==> config.mk <==
export PLATFORM = sky130hd
export DESIGN_NAME = cop_watchdog
export DESIGN_NICKNAME = d
export VERILOG_FILES = /design/src/rtl/cop_pkg.sv /design/src/rtl/cop_prescaler.sv /design/src/rtl/cop_rate_ctrl.sv /design/src/rtl/cop_stage2.sv /design/src/rtl/cop_service.sv /design/src/rtl/cop_timeout.sv /design/src/rtl/cop_watchdog.sv
export SDC_FILE = /design/constraint.sdc
export NUM_CORES = 1
export LEC_CHECK = 0
export ABC_AREA = 1
export CAP_MARGIN = 20
export CORE_MARGIN = 2
export CORE_UTILIZATION = 38
export DETAILED_ROUTE_END_ITERATION = 8
export GPL_TIMING_DRIVEN = 1
export SLEW_MARGIN = 30
export SYNTH_ARGS = -nofsm -noshare
export SYNTH_HDL_FRONTEND = slang
export SYNTH_SLANG_ARGS = --single-unit
==> constraint.sdc <==
create_clock -name clk -period 1.6 [get_ports clk]
set_input_delay 0.32 -clock clk [delete_from_list [all_inputs] [get_ports clk]]
set_output_delay 0.32 -clock clk [all_outputs]
set_load 0.05 [all_outputs]
==> src/rtl/cop_pkg.sv <==
// Shared definitions for the watchdog: the rate codes, the service values
// and the limit of the second-stage divider for each rate.
package cop_pkg;

    // Rate codes; the value is the field the software writes
    typedef enum logic [1:0] {
        RATE_X1  = 2'b00,
        RATE_X4  = 2'b01,
        RATE_X16 = 2'b10,
        RATE_X64 = 2'b11
    } cop_rate_e;

    // Width of the second-stage divider (largest factor is 64)
    localparam int DIV_W = 6;

    // Service sequence values
    localparam logic [7:0] SVC_ARM  = 8'h55;
    localparam logic [7:0] SVC_FIRE = 8'hAA;

    // Last count of the second stage for a given rate (factor minus one)
    function automatic logic [DIV_W-1:0] rate_last(input cop_rate_e r);
        logic [DIV_W-1:0] v;
        case (r)
            RATE_X1:  v = DIV_W'(0);
            RATE_X4:  v = DIV_W'(3);
            RATE_X16: v = DIV_W'(15);
            default:  v = DIV_W'(63);
        endcase
        return v;
    endfunction

endpackage

==> src/rtl/cop_prescaler.sv <==
// First divider stage: a free-running binary counter of PRE_W bits.
// It emits one tick every 2^PRE_W bus cycles, in the cycle where the
// counter holds all ones.
// Assumes: clr is a synchronous request to restart at zero, and it
// takes priority over counting.
module cop_prescaler #(
    parameter int PRE_W = 15
) (
    input  logic clk,
    input  logic rst_n,
    input  logic clr,
    output logic tick
);

    logic [PRE_W-1:0] pre_cnt;

    // Count bus cycles; restart on reset or on a clear request
    always_ff @(posedge clk) begin
        if (!rst_n || clr) begin
            pre_cnt <= '0;
        end else begin
            pre_cnt <= pre_cnt + 1'b1;
        end
    end

    // Tick when the counter is about to wrap
    always_comb begin
        tick = &pre_cnt;
    end

endmodule

==> src/rtl/cop_rate_ctrl.sv <==
// Holds the time-protected rate field.
// The field resets to the fastest code. A single write is accepted while
// the window counter shows that fewer than LOCK_CYC edges have passed
// since reset release. After the first accepted write, or once the window
// has closed, the field is frozen until the next reset.
// Assumes: rst_n is synchronous and active low.
module cop_rate_ctrl
    import cop_pkg::*;
#(
    parameter int LOCK_CYC = 64
) (
    input  logic       clk,
    input  logic       rst_n,
    input  logic       rate_we,
    input  logic [1:0] rate_data,
    output cop_rate_e  rate
);

    localparam int WIN_W = $clog2(LOCK_CYC + 1);

    logic [WIN_W-1:0] win_cnt;
    logic             written;
    logic             win_open;
    logic             accept;
    cop_rate_e        rate_q;

    // Window is open while fewer than LOCK_CYC edges have elapsed
    always_comb begin
        win_open = (win_cnt < WIN_W'(LOCK_CYC));
        accept   = rate_we && win_open && !written;
    end

    // Count edges since reset release, saturating at the window length
    always_ff @(posedge clk) begin
        if (!rst_n) begin
            win_cnt <= '0;
        end else if (win_open) begin
            win_cnt <= win_cnt + 1'b1;
        end
    end

    // Capture the first accepted write and record that it happened
    always_ff @(posedge clk) begin
        if (!rst_n) begin
            rate_q  <= RATE_X1;
            written <= 1'b0;
        end else if (accept) begin
            rate_q  <= cop_rate_e'(rate_data);
            written <= 1'b1;
        end
    end

    // Drive the selected rate out to the divider
    always_comb begin
        rate = rate_q;
    end

    // once a write has landed, the field never changes again
    a_r5_rate_write_once: assert property (@(posedge clk) disable iff (!rst_n)
        written |=> $stable(rate_q));

    // after the window closes, the field never changes again
    a_r4_window_closed: assert property (@(posedge clk) disable iff (!rst_n)
        !win_open |=> $stable(rate_q));

endmodule

==> src/rtl/cop_stage2.sv <==
// Second divider stage. It counts prescaler ticks and emits one stage
// tick every F prescaler ticks, where F is set by the rate field.
// The divider wraps with a >= compare, so a rate change in the middle of
// a count cannot make it run past its new limit.
// Assumes: clr restarts the stage at zero and takes priority.
module cop_stage2
    import cop_pkg::*;
(
    input  logic      clk,
    input  logic      rst_n,
    input  logic      clr,
    input  logic      pre_tick,
    input  cop_rate_e rate,
    output logic      stage_tick
);

    logic [DIV_W-1:0] div_cnt;
    logic [DIV_W-1:0] div_last;
    logic             at_last;

    // Look up the last count for the current rate
    always_comb begin
        div_last   = rate_last(rate);
        at_last    = (div_cnt >= div_last);
        stage_tick = pre_tick && at_last;
    end

    // Advance on each prescaler tick; wrap at the limit
    always_ff @(posedge clk) begin
        if (!rst_n || clr) begin
            div_cnt <= '0;
        end else if (pre_tick) begin
            if (at_last) begin
                div_cnt <= '0;
            end else begin
                div_cnt <= div_cnt + 1'b1;
            end
        end
    end

    // a stage tick can only come with a prescaler tick
    a_r2_stage_follows_pre: assert property (@(posedge clk) disable iff (!rst_n)
        stage_tick |-> pre_tick);

endmodule

==> src/rtl/cop_service.sv <==
// Service sequence detector. A write of the arming value arms it. A later
// write of the firing value, while armed, produces a one-cycle clear and
// disarms it. The firing value with no arming value before it does
// nothing. Other values are ignored and leave the armed state alone.
// Assumes: while the watchdog is disabled, service writes are ignored and
// the detector stays disarmed.
module cop_service
    import cop_pkg::*;
(
    input  logic       clk,
    input  logic       rst_n,
    input  logic       en,
    input  logic       svc_we,
    input  logic [7:0] svc_data,
    output logic       svc_clear
);

    logic armed;
    logic is_arm;
    logic is_fire;

    // Decode the service value
    always_comb begin
        is_arm    = svc_we && (svc_data == SVC_ARM);
        is_fire   = svc_we && (svc_data == SVC_FIRE);
        svc_clear = en && is_fire && armed;
    end

    // Track whether the arming value has been written
    always_ff @(posedge clk) begin
        if (!rst_n || !en) begin
            armed <= 1'b0;
        end else if (is_arm) begin
            armed <= 1'b1;
        end else if (svc_clear) begin
            armed <= 1'b0;
        end
    end

    // a completed sequence leaves the detector disarmed
    a_r6_disarm_after_fire: assert property (@(posedge clk) disable iff (!rst_n)
        svc_clear |=> !armed);

    // the firing value never clears while disarmed
    a_r7_fire_needs_arm: assert property (@(posedge clk) disable iff (!rst_n)
        (svc_clear && $past(rst_n)) |-> $past(armed || is_arm));

endmodule

==> src/rtl/cop_timeout.sv <==
// Time-out counter and reset-request register. The counter counts stage
// ticks. When the last tick of the period arrives, a one-cycle request is
// registered and a clear goes to every counter. A service clear
// in the same cycle cancels the request. A low enable holds everything
// at zero.
// Assumes: stage_tick comes straight from the divider and is one cycle wide.
module cop_timeout #(
    parameter int TOUT_TICKS = 1
) (
    input  logic clk,
    input  logic rst_n,
    input  logic en,
    input  logic svc_clear,
    input  logic stage_tick,
    output logic clr_all,
    output logic rst_req
);

    localparam int TCNT_W = (TOUT_TICKS > 1) ? $clog2(TOUT_TICKS) : 1;
    localparam logic [TCNT_W-1:0] TCNT_LAST = TCNT_W'(TOUT_TICKS - 1);

    logic [TCNT_W-1:0] tcnt;
    logic              fire;

    // Decide on expiry and the shared clear
    always_comb begin
        fire    = en && !svc_clear && stage_tick && (tcnt == TCNT_LAST);
        clr_all = !en || svc_clear || fire;
    end

    // Count stage ticks until expiry or clear
    always_ff @(posedge clk) begin
        if (!rst_n || clr_all) begin
            tcnt <= '0;
        end else if (stage_tick) begin
            tcnt <= tcnt + 1'b1;
        end
    end

    // Register the request so it lasts exactly one cycle
    always_ff @(posedge clk) begin
        if (!rst_n) begin
            rst_req <= 1'b0;
        end else begin
            rst_req <= fire;
        end
    end

    // the request is never longer than one cycle
    a_r3_single_pulse: assert property (@(posedge clk) disable iff (!rst_n)
        rst_req |=> !rst_req);

    // a low enable suppresses the request
    a_r9_disabled_quiet: assert property (@(posedge clk) disable iff (!rst_n)
        !en |=> !rst_req);

    // a service clear in the expiry cycle wins
    a_r8_service_wins: assert property (@(posedge clk) disable iff (!rst_n)
        svc_clear |=> !rst_req);

    // a service clear restarts the tick count
    a_r6_count_restart: assert property (@(posedge clk) disable iff (!rst_n)
        svc_clear |=> (tcnt == '0));

endmodule

==> src/rtl/cop_watchdog.sv <==
// Top-level watchdog. The chain is: fixed prescaler, then the rate-selected
// second stage, then the time-out counter with the request register. A
// service detector and the protected rate field sit beside the chain. All
// counters share one clear: a low enable, a completed service, or expiry.
// Assumes: a single bus clock and a synchronous active-low reset.
module cop_watchdog
    import cop_pkg::*;
#(
    parameter int PRE_W      = 15,
    parameter int TOUT_TICKS = 1,
    parameter int LOCK_CYC   = 64
) (
    input  logic       clk,
    input  logic       rst_n,
    input  logic       wd_en,
    input  logic       svc_we,
    input  logic [7:0] svc_data,
    input  logic       rate_we,
    input  logic [1:0] rate_data,
    output logic       rst_req
);

    logic      pre_tick;
    logic      stage_tick;
    logic      svc_clear;
    logic      clr_all;
    cop_rate_e rate;

    cop_prescaler #(
        .PRE_W (PRE_W)
    ) u_pre (
        .clk   (clk),
        .rst_n (rst_n),
        .clr   (clr_all),
        .tick  (pre_tick)
    );

    cop_rate_ctrl #(
        .LOCK_CYC (LOCK_CYC)
    ) u_rate (
        .clk       (clk),
        .rst_n     (rst_n),
        .rate_we   (rate_we),
        .rate_data (rate_data),
        .rate      (rate)
    );

    cop_stage2 u_stage (
        .clk        (clk),
        .rst_n      (rst_n),
        .clr        (clr_all),
        .pre_tick   (pre_tick),
        .rate       (rate),
        .stage_tick (stage_tick)
    );

    cop_service u_svc (
        .clk       (clk),
        .rst_n     (rst_n),
        .en        (wd_en),
        .svc_we    (svc_we),
        .svc_data  (svc_data),
        .svc_clear (svc_clear)
    );

    cop_timeout #(
        .TOUT_TICKS (TOUT_TICKS)
    ) u_tout (
        .clk        (clk),
        .rst_n      (rst_n),
        .en         (wd_en),
        .svc_clear  (svc_clear),
        .stage_tick (stage_tick),
        .clr_all    (clr_all),
        .rst_req    (rst_req)
    );

    // the request register is low in the cycle after reset is held
    a_r1_reset_quiet: assert property (@(posedge clk)
        !rst_n |=> !rst_req);

endmodule

==> impl_metrics.tcl <==
set metrics [dict create \
    outcome "completed" \
    wire_length_reported_by_the_detailed_router_um 3183 \
    cts_tree "yes" \
    setup-violations-final 0 \
    first_global_vias 1327 \
    cts_root_buffer "clkbuf_8" \
    worst_setup_path_end_kind "flip-flop" \
    min_period_ps 1577 \
    cp.arrival_ps 1760 \
    cts_hold_buffers 0 \
    die-width_um 72.09 \
    synth_area_um2 1762 \
    postSynthNetCount 264 \
    synth_async_sr_flop_share_pct 0 \
    clockBufferDepth 2 \
    p_per_area_nw_per_um2 760.4 \
    timing.critical_path.cells "nor2_2 > inv_1 > ha_1 > inv_1 > nand2_1 > nand2_1 > nand2_1 > nand3_2 > nand2_2 > nand3_4 > nand2_8 > nor2_2" \
    drive_above_1_share_pct 19.43 \
    groute.layer.met1.usage_pct 16.54 \
    drt_first_iter_violations 55 \
    slowest_delay_ps 330 \
    timing.fmax_mhz 634.0 \
    cts.sinks 34 \
    worst-setup-path-type "reg -> reg" \
    synth.ff_latch_count 34 \
    yosysUniqueCellTypes 25 \
    busiest_layer "met2" \
    synth.yosys.seq_area_share_pct 38.64 \
    num_io_pins 16 \
    worstSkewPairLatency_ps 290 \
    globalRouteTotalUtil_pct 13.84 \
    worst_clock_skew_ps 7.447 \
    areaGrowthSynthToFinish_pct 27.63 \
    hold_ws_ps 457.9 \
    worst_path_max_delay_cell "dfxtp_2" \
    routedWlPerCell_um 9.501 \
    met3_grt_util_pct 3.750 \
    avgSynthCellArea_um2 7.280 \
    yosys_most_used_dff "dfxtp_1" \
    vias 1502 \
    finalCritPeriodShare_pct 98.57 \
    initial_core_util_pct 39.91 \
    number_of_slew_limit_violations_in_the_final_report 0 \
    critical_path_buf_inv_count 2 \
    placementRows 24 \
    critPathTopFamily "simple AND/OR/NAND/NOR gates" \
    crit_fanout 8 \
    drt_first_pass_iters 4 \
    largest_net_degree_at_the_start_of_global_routing 11 \
    grt_pass1_wl_um 5513 \
    core_region_area_um2 4414 \
    fin_total_pwr_uw 1710 \
    cp_data_required_time_ps 1780 \
    timing_hold_violations_final 0 \
    max_h_tree_level 2 \
    max_cap_viol_count 0 \
    numPortBuffers 15 \
    antenna_found_initial 0 \
    timing.max_slew.rel_slack_pct 78.78 \
    die-area_um2 5197 \
    power_leakage_uw 0.0008713 \
    critical_path.most_common_cell "nand2_1" \
    grt_setup_unrepaired "true" \
    chipHeight_um 72.09 \
    final_net_count 304 \
    cts_buffers 5 \
    grt-ovfl-total 0 \
    synth_edf_count 0 \
    vdd.ir_drop.worst_mv 0.5525 \
    clk_transition_reported_paths_ps 70 \
    final_antenna_net_count 0 \
    place_hpwl_um 2396 \
    drt-vias-per-instance 4.484 \
    num_antenna_cells 0 \
    gp_congestion 0.7910 \
    post_synth_inst_count 242 \
    gr-usage-met2_pct 22.22 \
    worstHoldPathType "reg -> reg" \
    warning_count_from_the_yosys_run 0 \
    post-route-drc-count 0 \
    worstSetupStartpointType "flip-flop" \
    worstMarginPinSlew_ps 317.2 \
]
[layout by cell type (no fill, tap or decap)]
cell	Yosys	final
a21oi_1	10	9
a21oi_2	0	1
buf_4	0	19
buf_6	0	1
clkbuf_1	1	1
clkbuf_8	0	6
clkdlybuf4s50_1	0	14
clkinv_2	0	1
clkinv_4	1	1
dfxtp_1	34	32
dfxtp_2	0	2
ha_1	7	7
inv_1	36	36
nand2_1	50	49
nand2_2	1	2
nand2_8	0	2
nand3_1	14	13
nand3_2	1	2
nand3_4	1	1
nand3b_1	1	1
nand4_1	5	5
nand4_4	1	1
nor2_1	37	34
nor2_2	11	12
nor2_4	2	4
nor3_1	5	5
nor4_1	1	1
o21ai_0	8	8
o21bai_1	2	2
xnor2_1	5	5
xor2_1	6	6
[kinds of logic after synthesis]
kind of cell | count (synthesis) | synth area share, %
flops | 34 | 38.64
simple gates | 131 | 35.44
xor+xnor | 11 | 5.469
fa+ha+maj | 7 | 4.971
compound gates | 20 | 5.966
buf+inv | 39 | 9.517
[worst min-delay path, cell delays in order, from the launching register on]
cell,delay [ps]
dfxtp_1,300
inv_1,60
a21oi_1,60
[path summary, 6_finish.rpt]
kind	slack, ps	depth (start not counted)	startpoint	endpoint
hold reg to reg	460	2	u_rate.written$_SDFFE_PN0P_	u_rate.written$_SDFFE_PN0P_
setup / recovery	20	12	u_rate.rate[1]$_SDFFE_PN0P_	u_pre.pre_cnt[8]$_SDFF_PP0_
hold / removal	460	2	u_rate.written$_SDFFE_PN0P_	u_rate.written$_SDFFE_PN0P_
setup reg to reg	20	12	u_rate.rate[1]$_SDFFE_PN0P_	u_pre.pre_cnt[8]$_SDFF_PP0_
[cells in the mapped netlist (2+ instances only)]
cell type  count  share of area (%)
nor2_1        37                7.9
dfxtp_1       34                 39
nand2_1       50                 11
ha_1           7                5.0
nor3_1         5                1.4
o21ai_0        8                2.3
o21bai_1       2               0.85
nand4_1        5                1.8
a21oi_1       10                2.8
inv_1         36                7.7
nor2_2        11                3.9
xor2_1         6                3.0
nand3_1       14                4.0
xnor2_1        5                2.5
nor2_4         2                1.3
[sequential cells by signal, summed over array words and instances, names as in the netlist]
signal           cells
u_rate.written       1
u_stage.div_cnt      6
u_pre.pre_cnt       15
u_rate.win_cnt       7
u_tout.rst_req       1
u_tout.tcnt          1
u_svc.armed          1
u_rate.rate          2
[report_power, final]
group          total (uW)  leakage, uW  switching, uW  internal (uW)
sequential            874     0.000276           11.2            863
clock                 659    0.0000482            312            347
combinational         177     0.000547           82.1           94.6
[per-layer routing]
layer	share of wire, %	up-vias	routed length, um
li1	-	842	-
met1	49	641	1567
met2	45	11	1447
met3	2.6	8	82
met4	2.7	0	86
met5	0	-	0
[area by class of cell]
cell class	instances	area (um^2)
fill	448	2166
multi-input combinational	170	970.9
sequential	34	683.2
timing repair buffer	34	294.0
inverter	37	143.9
clock buffer	7	86.33
tap	52	65.06
clock inverter	1	5.005
[timing repair]
item | 4_1_cts | 5_1_grt
pin swaps | 4 | 3
gates resized for setup | 11 | 2
endpoints found under the setup margin | 17 | 22
setup buffers | 1 | 1
cloned | 1 | 0
[per-stage QoR]
step	setup slack, ps	cells	TNS [ps]	instance area, um^2	utilization (%)
floorplan	15.52	242	0	1762	-
finish	22.83	335	0	2248	50.94
global route	-100.8	335	-1748	2248	50.94
detailed placement	-132.9	324	-1954	2078	47.08
CTS	-3.142	334	-7.041	2235	50.62
global placement	-106.9	324	-1579	2078	47.08
Note: power is estimated with default switching activity, not from simulation.
